### src/rtl/dcd_oe_pipe_pkg.sv
// Package: shared cycle code type for the output enable pipeline.
// Assumes the decoder presents one of the four codes each cycle.
package dcd_oe_pipe_pkg;

    typedef enum logic [1:0] {
        CYC_DESEL    = 2'b00,
        CYC_RD_START = 2'b01,
        CYC_RD_CONT  = 2'b10,
        CYC_WRITE    = 2'b11
    } cyc_kind_t;

endpackage

### src/rtl/dcd_oe_sleep_sync.sv
// Sleep synchroniser: brings the asynchronous sleep request into the clock
// domain and keeps the internal sleep state active until STAGES edges have
// seen the request low. Assumes STAGES >= 1.
module dcd_oe_sleep_sync #(
    parameter int STAGES = 2
) (
    input  logic clk,
    input  logic rst_n,
    input  logic sleep_req,
    output logic sleep_active
);

    logic [STAGES-1:0] sync_q;

    generate
        if (STAGES == 1) begin : g_one
            // Purpose: single capture stage for the sleep request.
            always_ff @(posedge clk) begin
                if (!rst_n) sync_q <= '0;
                else        sync_q <= sleep_req;
            end
        end else begin : g_many
            // Purpose: shift the sleep request through the stage chain.
            always_ff @(posedge clk) begin
                if (!rst_n) sync_q <= '0;
                else        sync_q <= {sync_q[STAGES-2:0], sleep_req};
            end
        end
    endgenerate

    // Sleep state holds while any stage still carries the request.
    assign sleep_active = |sync_q;

endmodule

### src/rtl/dcd_oe_read_track.sv
// Read tracker: classifies the current cycle as a read that loads the
// output register, keeps the open-burst flag and the "was deselected"
// flag, and registers the read-valid stage that aligns drive with data.
// Assumes cyc_kind is already registered by the access decoder.
module dcd_oe_read_track
    import dcd_oe_pipe_pkg::*;
(
    input  logic      clk,
    input  logic      rst_n,
    input  cyc_kind_t kind,
    input  logic      sleep_active,
    output logic      rd_now,
    output logic      rd_valid,
    output logic      first_mask
);

    logic burst_open_q;
    logic was_desel_q;
    logic rd_valid_q;

    // Purpose: decide whether this cycle is an accepted read.
    always_comb begin
        rd_now = 1'b0;
        if (!sleep_active) begin
            if (kind == CYC_RD_START)                     rd_now = 1'b1;
            else if (kind == CYC_RD_CONT && burst_open_q) rd_now = 1'b1;
        end
    end

    // Purpose: track whether a read burst is open for burst continues.
    always_ff @(posedge clk) begin
        if (!rst_n) begin
            burst_open_q <= 1'b0;
        end else if (sleep_active) begin
            burst_open_q <= 1'b0;
        end else begin
            case (kind)
                CYC_RD_START: burst_open_q <= 1'b1;
                CYC_WRITE:    burst_open_q <= 1'b0;
                CYC_DESEL:    burst_open_q <= 1'b0;
                default:      burst_open_q <= burst_open_q;
            endcase
        end
    end

    // Purpose: remember that the previous cycle left the device deselected.
    always_ff @(posedge clk) begin
        if (!rst_n)            was_desel_q <= 1'b1;
        else if (sleep_active) was_desel_q <= 1'b1;
        else                   was_desel_q <= (kind == CYC_DESEL);
    end

    // Purpose: one-cycle pipeline stage matching the output register latency.
    always_ff @(posedge clk) begin
        if (!rst_n) rd_valid_q <= 1'b0;
        else        rd_valid_q <= rd_now;
    end

    assign rd_valid   = rd_valid_q;
    assign first_mask = (kind == CYC_RD_START) && was_desel_q;

endmodule

### src/rtl/dcd_oe_hold_chain.sv
// Deselect hold chain: the extra pipelined enable stages that keep the bus
// driven for HOLD cycles after a read when deselects follow. Any cycle that
// is not a deselect, or a flush, empties the chain.
// Assumes HOLD is small (a handful of stages).
module dcd_oe_hold_chain #(
    parameter int HOLD = 1
) (
    input  logic clk,
    input  logic rst_n,
    input  logic rd_valid,
    input  logic is_desel,
    input  logic flush,
    output logic hold_any
);

    generate
        if (HOLD == 0) begin : g_none
            // Single-cycle deselect variant: nothing is held.
            assign hold_any = 1'b0;
        end else begin : g_chain
            logic [HOLD-1:0] stage_q;
            for (genvar i = 0; i < HOLD; i++) begin : g_stage
                logic feed;
                if (i == 0) begin : g_head
                    assign feed = rd_valid;
                end else begin : g_tail
                    assign feed = stage_q[i-1];
                end
                // Purpose: advance one hold stage while deselected.
                always_ff @(posedge clk) begin
                    if (!rst_n) stage_q[i] <= 1'b0;
                    else        stage_q[i] <= feed && is_desel && !flush;
                end
            end
            assign hold_any = |stage_q;
        end
    endgenerate

endmodule

### src/rtl/dcd_oe_pipe.sv
// Top: output enable pipeline for a double-cycle-deselect burst memory.
// Combines the read tracker, the deselect hold chain and the sleep
// synchroniser into the bus drive enable and the output register strobe.
// Assumes cyc_kind is registered upstream; oe_n and sleep_req are
// asynchronous and gate drive_en without clock sampling.
module dcd_oe_pipe
    import dcd_oe_pipe_pkg::*;
#(
    parameter int DESEL_HOLD   = 1,
    parameter int SLEEP_STAGES = 2
) (
    input  logic       clk,
    input  logic       rst_n,
    input  logic [1:0] cyc_kind,
    input  logic       oe_n,
    input  logic       sleep_req,
    output logic       drive_en,
    output logic       oreg_load
);

    cyc_kind_t kind;
    logic      sleep_active;
    logic      rd_now;
    logic      rd_valid;
    logic      first_mask;
    logic      hold_any;
    logic      data_ready;
    logic      blocked;

    assign kind = cyc_kind_t'(cyc_kind);

    dcd_oe_sleep_sync #(.STAGES(SLEEP_STAGES)) u_sleep (
        .clk          (clk),
        .rst_n        (rst_n),
        .sleep_req    (sleep_req),
        .sleep_active (sleep_active)
    );

    dcd_oe_read_track u_track (
        .clk          (clk),
        .rst_n        (rst_n),
        .kind         (kind),
        .sleep_active (sleep_active),
        .rd_now       (rd_now),
        .rd_valid     (rd_valid),
        .first_mask   (first_mask)
    );

    dcd_oe_hold_chain #(.HOLD(DESEL_HOLD)) u_hold (
        .clk      (clk),
        .rst_n    (rst_n),
        .rd_valid (rd_valid),
        .is_desel (kind == CYC_DESEL),
        .flush    (sleep_active),
        .hold_any (hold_any)
    );

    // Purpose: final gating of the bus drive enable.
    always_comb begin
        data_ready = rd_valid || hold_any;
        blocked    = first_mask || oe_n || (kind == CYC_WRITE)
                     || sleep_req || sleep_active;
        drive_en   = data_ready && !blocked;
    end

    assign oreg_load = rd_now;

endmodule

### config.mk
export PLATFORM = sky130hd
export DESIGN_NAME = dcd_oe_pipe
export DESIGN_NICKNAME = d
export VERILOG_FILES = /design/src/rtl/dcd_oe_pipe_pkg.sv /design/src/rtl/dcd_oe_sleep_sync.sv /design/src/rtl/dcd_oe_read_track.sv /design/src/rtl/dcd_oe_hold_chain.sv /design/src/rtl/dcd_oe_pipe.sv
export SDC_FILE = /design/constraint.sdc
export NUM_CORES = 1
export LEC_CHECK = 0
export ABC_CLOCK_PERIOD_IN_PS = 1330
export BUFFER_PORTS_ARGS = -buffer_cell sky130_fd_sc_hd__buf_4
export CAP_MARGIN = 20
export CORE_AREA = 8 8 45 47
export DETAILED_ROUTE_END_ITERATION = 7
export DIE_AREA = 0 0 53 55
export PLACE_DENSITY = 0.42
export SKIP_CTS_REPAIR_TIMING = 1
export SYNTH_ARGS = -nofsm -noshare
export SYNTH_HDL_FRONTEND = slang
export SYNTH_SLANG_ARGS = --single-unit
### constraint.sdc
create_clock -name clk -period 1.33 [get_ports clk]
set_clock_uncertainty 0.2 [all_clocks]
set_input_delay 0.266 -clock clk [delete_from_list [all_inputs] [get_ports clk]]
set_output_delay 0.266 -clock clk [all_outputs]
set_load 0.02 [all_outputs]
==> Word level (Yosys, flattened, before mapping) <==
Cells that the tools add are included.
W data, S select, Z words.
{ "totals": {"inputBits": 6, "rom_bits": 0, "ram_bits": 0, "latch_bits": 0, "register_bits": 6, "elab_cells": 30, "mem_count": 0, "out_inout_bits": 2} }
{ "op_classes": {"n_reduce_logical": 17, "addsub": 0, "div": 0, "eq_ne": 3, "shifts": 0, "mul": 0, "muxes": 4, "magnitude_cmp": 0, "bitwise": 1} }
{ "op_table": {"columns": ["cell", "count"], "rows": [
  ["$logic_and A1 B1 Y1", 5],
  ["$logic_or A1 B1 Y1", 5],
  ["$eq A2 B2 Y1 const B", 2],
  ["$reduce_or A2 Y1", 2],
  ["$mux W1", 3],
  ["$reduce_or A3 Y1", 1],
  ["$eq A2 B1 Y1 const B", 1],
  ["$logic_not A1 Y1", 2],
  ["$logic_not A2 Y1", 1],
  ["$pmux W1 S2", 1],
  ["$reduce_bool A2 Y1", 1],
  ["$not A1 Y1", 1]
]} }

==> Depth between registers and ports, before layout <==
Gate-level depths: netlist of run 1.
{ "depth": {"word_depth": 8, "ltp_mapped": 4, "mapped_depth_nobuf": 4} }

==> Hierarchy <==
Synthesis of run 1 repeated with hierarchy kept, for this count alone.
{ "unflattened": {"cells_unflattened": 27, "hier_area_um2": 274.0} }
{ "by_module_without_submodules": {"columns": ["module", "cells_each", "seq_area_each_um2", "instances", "area_each_um2"], "rows": [
  ["dcd_oe_read_track", 16, 60.1, 1, 157.7],
  ["dcd_oe_sleep_sync", 5, 40.0, 1, 58.8],
  ["dcd_oe_hold_chain", 2, 20.0, 1, 30.0],
  ["dcd_oe_pipe", 4, 0.0, 1, 27.5]
]} }

==> Worst setup path after synthesis of run 1 <==
Ideal clock, no wire load.
{ "synth_timing": {"path_type": "input port to output port", "startpoint": "input cyc_kind[0]", "endpoint": "output oreg_load", "required_ns": 0.864, "path_stages": 4, "t_arrival_ns": 1.039, "path_slack_ns": -0.175, "n_path_buf": 0, "cell_sequence": "inv_1 > ha_1 > a21oi_1 > nor3_1"} }
{ "synth_between": {"elab_chain_cells": 5, "elab_cells_between_ends": 6, "classes_between": "eq/ne: 2; mux: 3; reduce/logical: 1"} }
{ "synth_rtl": {"columns": ["element", "line", "source"], "rows": [
  ["start, declared", "dcd_oe_pipe.sv:14", "input logic [1:0] cyc_kind,"],
  ["$eq A2 B2 Y1", "dcd_oe_read_track.sv:26", "else if (kind == CYC_RD_CONT && burst_open_q) rd_now = 1'b1;"],
  ["$logic_and A1 B1 Y1", "dcd_oe_read_track.sv:26", null],
  ["$mux W1", "dcd_oe_read_track.sv:26", null],
  ["$mux W1 *", "dcd_oe_read_track.sv:25", "if (kind == CYC_RD_START) rd_now = 1'b1;"],
  ["$mux W1 *", "dcd_oe_read_track.sv:24", "if (!sleep_active) begin"],
  ["end, declared", "dcd_oe_pipe.sv:18", "output logic oreg_load"]
]} }
Mark *: on every way between the ends. The rest lies on a longest branch, timed or not.

==> Worst setup path in the final report of run 1 <==
{ "layout_timing": {"startpoint": "input cyc_kind[0]", "endpoint": "output drive_en"} }
{ "layout_between": {"elab_chain_cells": 8, "elab_cells_between_ends": 9, "classes_between": "eq/ne: 2; reduce/logical: 7"} }
{ "layout_rtl": {"columns": ["element", "line", "source"], "rows": [
  ["$eq A2 B1 Y1", "dcd_oe_read_track.sv:60", "assign first_mask = (kind == CYC_RD_START) && was_desel_q;"],
  ["$logic_and A1 B1 Y1", "dcd_oe_read_track.sv:60", null],
  ["$logic_or A1 B1 Y1", "dcd_oe_pipe.sv:61", "blocked = first_mask || oe_n || (kind == CYC_WRITE)"],
  ["$logic_or A1 B1 Y1 *", "dcd_oe_pipe.sv:61", null],
  ["$logic_or A1 B1 Y1 * (2 in a row)", "dcd_oe_pipe.sv:62", "|| sleep_req || sleep_active;"],
  ["$logic_not A1 Y1 *", "dcd_oe_pipe.sv:63", "drive_en = data_ready && !blocked;"],
  ["$logic_and A1 B1 Y1 *", "dcd_oe_pipe.sv:63", null],
  ["end, declared", "dcd_oe_pipe.sv:17", "output logic drive_en,"]
]} }
Marked as above.

==> run_results.csv, run 1 <==
group,metric,value,unit
placement,gp_congestion,0.6979,
synthesis,seq_area_frac_synth,44.65,%
sta,setup_slack,-192.7,ps
sta,whs,50.94,ps
synthesis,async_reset_ff_share,0,%
sta,maxSlewViolCount,0,
clock_tree,ctsLongestPathBuffers,2,
clock_tree,clkLatencyLatePin,240,ps
job,max-cap-violations,0,
layout,antenna_cells,0,
critical_path,worstPathRequired,860,ps
floorplanning,die_w,53,µm
drt,antenna_left,0,
critical_path,rrSetupSlack,120,ps
drt,drc,0,
sta,setup-violations-final,2,
critical_path,worstSetupStartpointType,"primary input",
floorplanning,die_y,55,µm
layout,area_growth_syn_to_layout,69.30,%
synthesis,syn_avg_cell_area,10.35,µm²
synthesis,ys_warn_count,0,
critical_path,r2r_end,"u_track.burst_open_q",
drt,firstDrtPassIters,1,
status,outcome,"finished, violations left",
global_route,grt_pass1_wl,931,µm
synthesis,netlist_instances,26,
global_route,grt_util_all_layers,4.642,%
critical_path,endpoint,"drive_en",
global_route,grt_start_max_net_pins,5,
clock_tree,path_clk_slew,50,ps
sta,period_needed,1523,ps
layout,drive_gt1_share,58.97,%
synthesis,synth_cell_types,14,
clock_tree,clockRootBuffer,"clkbuf_4",
drt,wl_per_cell,10.40,µm
drt,drtIter0Drc,0,
clock_tree,cts.sinks,6,
layout,utilization,32.91,%
layout,nNetsFinal,51,
synthesis,yosys.area.top_type,"dfxtp_1",
drt,vias,226,
sta,finalHoldViolations,0,
critical_path,arrival,1060,ps
floorplanning,core_area,1384,µm²
clock_tree,cts_tree,"yes",
synthesis,synth_area_leaders,"dfxtp_1 45%, ha_1 19%, and2_1 4.7%, mux2i_1 3.7%, nor3_1 3.7%",
critical_path,cp_slowest_stage_delay,200,ps
floorplanning,rows,14,
sta,slew_headroom,83.17,%
floorplanning,ioPinCount,8,
critical_path,crit_path_max_fanout,3,
synthesis,yosys_most_used_dff,"dfxtp_1",
pwr,p_per_area,956.3,nW/µm²
floorplanning,die_area,2915,µm²
sta,rsz0062_at_grt,"true",
sta,finalCritPeriodShare,114.5,%
drt,finalWirelength,572,µm
sta,worstMarginPinSlew,252.0,ps
synthesis,netlist_area,269.0,µm²
synthesis,synth-seq-cells,6,
pwr,p_leak,0.2113,nW
clock_tree,cts_made_buffers,3,
worst_hold_path,min_path_type,"primary input to flip-flop",
synthesis,synth_top_area_share,44.65,%
synthesis,synth_commonest_cells,"6 x dfxtp_1, 4 x ha_1",
synthesis,synth_edf_count,0,
critical_path,r2r_cells,3,
global_route,grt_pass1_vias,244,
global_route,antenna_found_initial,0,
critical_path,slowest_stage,"ha_1",
critical_path,worst_setup_path_end_kind,"output pin",
floorplanning,start_util,19.44,%
placement,hpwl,500.9,µm
synthesis,synth.most_common_cell,"dfxtp_1",
global_route,grt-ovfl-total,0,
pwr,ir_drop,0.3542,mV
critical_path,crit_chain,"buf_4 -> ha_1 -> nor3_2 -> o211a_1 -> buf_6",
critical_path,cp-startpoint,"cyc_kind[0]",
placement,io_buffer_count,7,
synthesis,syn-num-nets,36,
critical_path,r2r_start,"u_sleep.sync_q[0]",
clock_tree,cts_max_level,1,
critical_path,crit_type,"primary input to output pin",
status,violations,"setup timing",
drt,via_per_inst,4.109,
sta,fmax,656.7,MHz
## worst min-delay path by stage
stage,cells past startpoint,from,end
global route,2,rst_n,u_sleep.sync_q[1]
floorplan,1,sleep_req,u_sleep.sync_q[0]
global placement,1,u_track.rd_valid,u_hold.hold_any
finish,2,sleep_req,u_sleep.sync_q[0]
CTS,2,sleep_req,u_sleep.sync_q[0]
detailed placement,1,u_track.rd_valid,u_hold.hold_any
## kinds of logic (layout without fill, tap and decap cells)
family	count (synthesis)	count (layout)	synth area share, %
compound gates	3	3	8.371
fa+ha+maj	4	4	18.61
simple gates	10	10	21.87
mux	1	1	3.721
flops	6	6	44.65
buf+inv	2	15	2.792
## worst max-delay path: cells and delay by family
family                     cells  cell delay [ps]
buffers and inverters          2              250
adders and majority gates      1              200
AOI/OAI and AO/OA              1              170
and+or+nand+nor                1              160
## stage by stage
step	std cells	total power, mW	cell area (µm²)	TNS [ps]	worst slack, ps
detailed placement	52	0.2649	399.1	-449.0	-256.2
CTS	55	0.4358	421.7	-453.7	-255.3
finish	55	0.4355	455.4	-279.6	-192.7
global placement	52	0.2643	399.1	-452.5	-242.5
floorplan	26	0.2299	304.0	-15.24	-8.545
global route	55	0.4581	455.4	-385.1	-243.5
## layer usage
| metal | vias up | track usage, % | part of all wire (%) |
|---|---|---|---|
| met5 | - | 0 | 0 |
| met4 | 0 | 3.879 | 1.4 |
| met3 | 2 | 3.209 | 4.5 |
| met2 | 5 | 7.031 | 53 |
| met1 | 102 | 4.249 | 41 |
| li1 | 117 | - | - |
## where the power goes
group	internal, mW	switching, mW
clock network	0.102	0.0641
registers	0.190	0.00550
logic	0.0402	0.0337
total	0.332	0.103
## cell usage in the layout, fill, tap and decap left out, types with 2 or more instances in the layout
cell type,n
and2_1,2
buf_4,8
buf_6,2
clkbuf_4,3
dfxtp_1,4
dfxtp_2,2
ha_1,2
ha_4,2
nor2_1,2
nor3_2,2
## sequential cells by signal, summed over array words and instances, names as in the netlist
name,cells
u_sleep.sync_q,2
u_track.burst_open_q,1
u_track.was_desel_q,1
u_track.rd_valid,1
u_hold.hold_any,1
## layout make-up
type,instances,area [µm²]
clock buffers,3,22.52
fillers,148,928.4
inverters,2,22.52
multi-input cells,18,185.2
flip-flops and latches,6,122.6
well taps,16,20.02
repair buffers,10,82.58
Note: power is estimated with default switching activity, not from simulation.
==> inputs of run 2 (changes only) <==
--- a/config.mk
+++ b/config.mk
@@ -11,8 +11,9 @@
 export CORE_AREA = 8 8 45 47
 export DETAILED_ROUTE_END_ITERATION = 7
 export DIE_AREA = 0 0 53 55
-export PLACE_DENSITY = 0.42
+export PLACE_DENSITY = 0.43
 export SKIP_CTS_REPAIR_TIMING = 1
 export SYNTH_ARGS = -nofsm -noshare
 export SYNTH_HDL_FRONTEND = slang
+export SYNTH_HIERARCHICAL = 1
 export SYNTH_SLANG_ARGS = --single-unit
==> run_results.csv, run 2 <==
group,metric,value,unit
critical_path,cp_top_family,"simple AND/OR/NAND/NOR gates",
synthesis,synth_xor_area_share,0,%
sta,rsz0062_at_grt,"true",
synthesis,synth_cell_types,12,
drt,vias,228,
clock_tree,clkLatencyLatePin,240,ps
placement,gp_congestion,0.6957,
status,violations,"setup timing",
critical_path,critPathBufInv,3,
drt,firstDrtPassIters,1,
synthesis,synth.mux.area_fraction,3.653,%
synthesis,synth-simple-area-share,29.68,%
critical_path,crit_chain,"buf_4 -> inv_12 -> ha_4 -> and2_1 -> or4_4 -> a211oi_4 -> buf_6",
layout,final_cell_mix,"11 x buf_4, 6 x dfxtp_1, 4 x nor2_1",
synthesis,syn-num-nets,36,
critical_path,worst_setup_path_end_kind,"output pin",
sta,period_needed,2011,ps
clock_tree,cts.sinks,6,
clock_tree,cts_made_buffers,3,
synthesis,synth_edf_count,0,
synthesis,netlist_instances,27,
sta,finalHoldViolations,0,
synthesis,seq_area_frac_synth,43.84,%
floorplanning,start_util,19.80,%
placement,hpwl,537,µm
layout,top_register,"u_sleep/sync_q",
floorplanning,die_area,2915,µm²
floorplanning,die_w,53,µm
clock_tree,clockRootBuffer,"clkbuf_4",
clock_tree,cts_tree,"yes",
sta,slew_headroom,86.55,%
sta,setup-violations-final,3,
layout,seqCellArea,120.1,µm²
synthesis,synth_top_family_by_area,"simple AND/OR/NAND/NOR gates",
drt,wl_per_cell,10.93,µm
critical_path,arrival,1550,ps
synthesis,yosys_most_used_dff,"dfxtp_1",
critical_path,worstPathRequired,860,ps
critical_path,cp_slowest_stage_delay,490,ps
floorplanning,core_area,1384,µm²
synthesis,synth_compound_area_share,6.393,%
placement,place_area,427.9,µm²
layout,utilization,33.91,%
synthesis,synth_commonest_cells,"6 x dfxtp_1, 5 x nor2_1, 3 x and2_1, 3 x ha_1",
global_route,antenna_found_initial,0,
layout,fillCellCount,144,
drt,drtIter0Drc,0,
layout,multi_input_comb_area,181.4,µm²
status,outcome,"finished, violations left",
layout,fin_cells,59,
sta,finalCritPeriodShare,151.2,%
sta,fmax,497.2,MHz
critical_path,worstSetupStartpointType,"primary input",
layout,nNetsFinal,54,
synthesis,syn_avg_cell_area,10.15,µm²
pwr,p_leak,0.2108,nW
critical_path,crit_type,"primary input to output pin",
layout,final_area,469.2,µm²
worst_hold_path,min_path_type,"primary input to flip-flop",
floorplanning,die_y,55,µm
layout,antenna_cells,0,
synthesis,synthAdderAreaFrac,13.70,%
drt,drc,0,
sta,whs,51.76,ps
synthesis,synth.most_common_cell,"dfxtp_1",
placement,placed_cells,56,
job,max-cap-violations,0,
synthesis,synth-seq-cells,6,
synthesis,synth_area_leaders,"dfxtp_1 44%, ha_1 14%, and2_1 6.8%, nor2_1 6.8%, nand2b_4 5.0%",
floorplanning,rows,14,
layout,final_common_cell,"buf_4",
synthesis,async_reset_ff_share,0,%
pwr,ir_drop,0.3194,mV
global_route,grt_start_max_net_pins,5,
clock_tree,cts_max_level,1,
sta,maxSlewViolCount,0,
drt,antenna_left,0,
drt,finalWirelength,645,µm
layout,area_growth_syn_to_layout,71.23,%
clock_tree,ctsLongestPathBuffers,2,
global_route,grt_util_all_layers,5.525,%
floorplanning,ioPinCount,8,
critical_path,slowest_stage,"or4_4",
critical_path,crit_path_max_fanout,2,
clock_tree,path_clk_slew,40,ps
pwr,p_per_area,956.9,nW/µm²
synthesis,ys_warn_count,6,
global_route,grt-ovfl-total,0,
sta,setup_slack,-681.3,ps
synthesis,netlist_area,274.0,µm²
global_route,grt_pass1_vias,262,
layout,largest_reg_flops,2,
placement,io_buffer_count,7,
sta,worstMarginPinSlew,201.0,ps
synthesis,synth_top_area_share,43.84,%
drt,via_per_inst,3.864,
layout,drive_gt1_share,53.49,%
synthesis,yosys.area.top_type,"dfxtp_1",
global_route,grt_pass1_wl,1055,µm
sta,tns,-979.6,ps
==> run 2: area by class of cell <==
cell class | count | share of cell area [%]
Inverter | 2 | 4.267
Clock buffer | 3 | 4.800
Multi-Input combinational cell | 19 | 38.67
Timing Repair Buffer | 13 | 22.40
Sequential cell | 6 | 25.60
Tap cell | 16 | 4.267
==> run 2: cell families (layout without fill, tap and decap cells) <==
logic type                 after synthesis  count (layout)
and+or+nand+nor                         13              13
DFF                                      6               6
adders and majority gates                3               3
AOI/OAI and AO/OA                        2               2
buffers and inverters                    2              18
muxes                                    1               1
==> run 2: final timing paths <==
check | startpoint | to | slack [ps] | cells after the start
max reg2reg | u_sleep/sync_q[1] | u_track/was_desel_q | -10 | 4
min reg2reg | u_sleep/sync_q[0] | u_sleep/sync_q[1] | 240 | 1
max | cyc_kind[1] | drive_en | -680 | 7
min | sleep_req | u_sleep/sync_q[0] | 50 | 2
==> run 2: power breakdown <==
| group | total [mW] | switching, mW | internal [mW] |
|---|---|---|---|
| Clock | 0.170 | 0.0673 | 0.102 |
| Sequential | 0.192 | 0.00308 | 0.189 |
| Combinational | 0.0873 | 0.0394 | 0.0479 |
| Total | 0.449 | 0.110 | 0.339 |
==> run 2: metal layers <==
layer,vias to the layer above,track usage [%],part of all wire [%]
met5,-,0,0
met4,0,6.466,0
met3,0,3.743,10
met2,5,8.203,52
met1,101,4.573,38
li1,122,-,-
==> run 2: worst register-to-register path, delay by kind of cell, from the launching register on <==
kind / cells / cell delay [ps]
buffers and inverters: 1 / 160
DFF: 1 / 290
and+or+nand+nor: 3 / 590
==> run 2: per-stage QoR <==
stage | power (mW) | worst slack, ps
after floorplan | 0.2308 | -501.0
after global placement | 0.2747 | -728.9
after detailed placement | 0.2765 | -742.7
after CTS | 0.4553 | -748.0
after global routing | 0.4907 | -728.1
final | 0.4490 | -681.3
==> inputs of run 3 (changes only) <==
--- a/config.mk
+++ b/config.mk
@@ -5,7 +5,7 @@
 export SDC_FILE = /design/constraint.sdc
 export NUM_CORES = 1
 export LEC_CHECK = 0
-export ABC_CLOCK_PERIOD_IN_PS = 1330
+export ABC_CLOCK_PERIOD_IN_PS = 2200
 export BUFFER_PORTS_ARGS = -buffer_cell sky130_fd_sc_hd__buf_4
 export CAP_MARGIN = 20
 export CORE_AREA = 8 8 45 47
==> constraint.sdc (replaced) <==
create_clock -name clk -period 2.2 [get_ports clk]
set_clock_uncertainty 0.2 [all_clocks]
set_input_delay 0.44 -clock clk [delete_from_list [all_inputs] [get_ports clk]]
set_output_delay 0.44 -clock clk [all_outputs]
set_load 0.02 [all_outputs]
==> run_results.csv, run 3 (synthesized netlist as in run 2, its figures left out) <==
group,metric,value,unit
sta,rsz0062_at_grt,"true",
clock_tree,cts_tree,"yes",
layout,final_area,442.9,µm²
clock_tree,cts_max_level,1,
critical_path,r2r_cells,3,
pwr,p_per_area,588.2,nW/µm²
pwr,p_leak,0.2016,nW
layout,utilization,32.01,%
global_route,grt-ovfl-total,0,
layout,multi_input_comb_area,172.7,µm²
sta,maxSlewViolCount,0,
drt,wl_per_cell,9.632,µm
floorplanning,core_area,1384,µm²
critical_path,arrival,1670,ps
critical_path,r2r_end,"u_track/was_desel_q",
drt,antenna_left,0,
floorplanning,ioPinCount,8,
drt,via_per_inst,3.860,
sta,setup-violations-final,1,
sta,tns,-110.0,ps
clock_tree,cts_made_buffers,3,
critical_path,cp_slowest_stage_delay,540,ps
clock_tree,ctsLongestPathBuffers,2,
critical_path,r2r_start,"u_sleep/sync_q[1]",
floorplanning,die_y,55,µm
drt,vias,220,
global_route,grt_start_max_net_pins,5,
job,max-cap-violations,0,
layout,nNetsFinal,52,
drt,drtIter0Drc,0,
drt,finalWirelength,549,µm
pwr,ir_drop,0.1599,mV
global_route,grt_pass1_vias,208,
placement,gp_congestion,0.7362,
layout,final_common_cell,"buf_4",
worst_hold_path,min_path_type,"primary input to flip-flop",
clock_tree,cts.sinks,6,
layout,largest_reg_flops,2,
critical_path,crit_path_max_fanout,2,
clock_tree,path_clk_slew,40,ps
sta,fmax,432.9,MHz
critical_path,rrSetupSlack,990,ps
layout,fillCellCount,144,
floorplanning,start_util,19.80,%
clock_tree,clockRootBuffer,"clkbuf_4",
critical_path,crit_type,"primary input to output pin",
status,violations,"setup timing",
drt,firstDrtPassIters,1,
layout,area_growth_syn_to_layout,61.64,%
critical_path,worst_setup_path_end_kind,"output pin",
critical_path,crit_chain,"buf_8 -> inv_4 -> ha_4 -> and2_4 -> or4_4 -> a211oi_4 -> buf_6",
drt,drc,0,
sta,finalHoldViolations,0,
placement,io_buffer_count,7,
global_route,antenna_found_initial,0,
sta,slew_headroom,86.88,%
critical_path,worstSetupStartpointType,"primary input",
layout,seqCellArea,120.1,µm²
placement,place_area,395.4,µm²
layout,final_cell_mix,"8 x buf_4, 6 x dfxtp_1, 5 x nor2_1",
global_route,grt_util_all_layers,5.088,%
layout,top_register,"u_sleep/sync_q",
status,outcome,"finished, violations left",
sta,period_needed,2310,ps
critical_path,slowest_stage,"or4_4",
critical_path,critPathBufInv,3,
floorplanning,rows,14,
critical_path,worstPathRequired,1560,ps
sta,whs,231.1,ps
critical_path,cp_top_family,"simple AND/OR/NAND/NOR gates",
placement,place_ws,-186.3,ps
sta,setup_slack,-110.0,ps
floorplanning,die_area,2915,µm²
critical_path,cp-startpoint,"cyc_kind[1]",
sta,worstMarginPinSlew,196.0,ps
layout,drive_gt1_share,48.78,%
clock_tree,clkLatencyLatePin,240,ps
layout,antenna_cells,0,
critical_path,endpoint,"drive_en",
global_route,grt_pass1_wl,938,µm
critical_path,path_depth,7,
floorplanning,die_w,53,µm
sta,finalCritPeriodShare,105.0,%
run 3: changes by cell type in the layout (fill, tap and decap cells not counted), sizes merged:
| cell | before | now |
|---|---|---|
| buf | 13 | 11 |
run 3: through the flow:
stage               total power, mW  cells
floorplan                    0.1386     27
CTS                          0.2653     56
global route                 0.2837     57
global placement             0.1592     53
finish                       0.2605     57
detailed placement           0.1598     53
run 3: power by group:
group,switching (mW),total (mW),internal (mW)
registers,0.00179,0.116,0.114
logic,0.0193,0.0455,0.0262
clock network,0.0373,0.0989,0.0616
total,0.0584,0.261,0.202
run 3: final cells by class:
type,count,area share (%)
multi-input combinational,19,38.98
sequential,6,27.12
timing repair buffer,11,22.03
clock buffer,3,5.085
tap,16,4.520
inverter,2,2.260
run 3: worst register-to-register path, cell delays in order (launching register included):
cell and delay, ps:
dfxtp_1 280, or2_1 260, nand2b_4 160, or2_1 200
run 3: how the worst min path moves through the flow:
stage | slack (ps) | depth (start not counted) | endpoint | start
floorplan | 220 | 1 | u_sleep/sync_q[1] | u_sleep/sync_q[0]
global placement | 240 | 1 | u_sleep/sync_q[1] | u_sleep/sync_q[0]
detailed placement | 240 | 1 | u_sleep/sync_q[1] | u_sleep/sync_q[0]
CTS | 220 | 2 | u_sleep/sync_q[0] | sleep_req
global route | 230 | 2 | u_sleep/sync_q[0] | sleep_req
finish | 230 | 2 | u_sleep/sync_q[0] | sleep_req
run 3: metal layers:
layer	share of wire [%]	global-route usage, %
met2	42	5.469
met3	15	4.813
met5	0	0
met1	43	4.878
met4	0	6.466
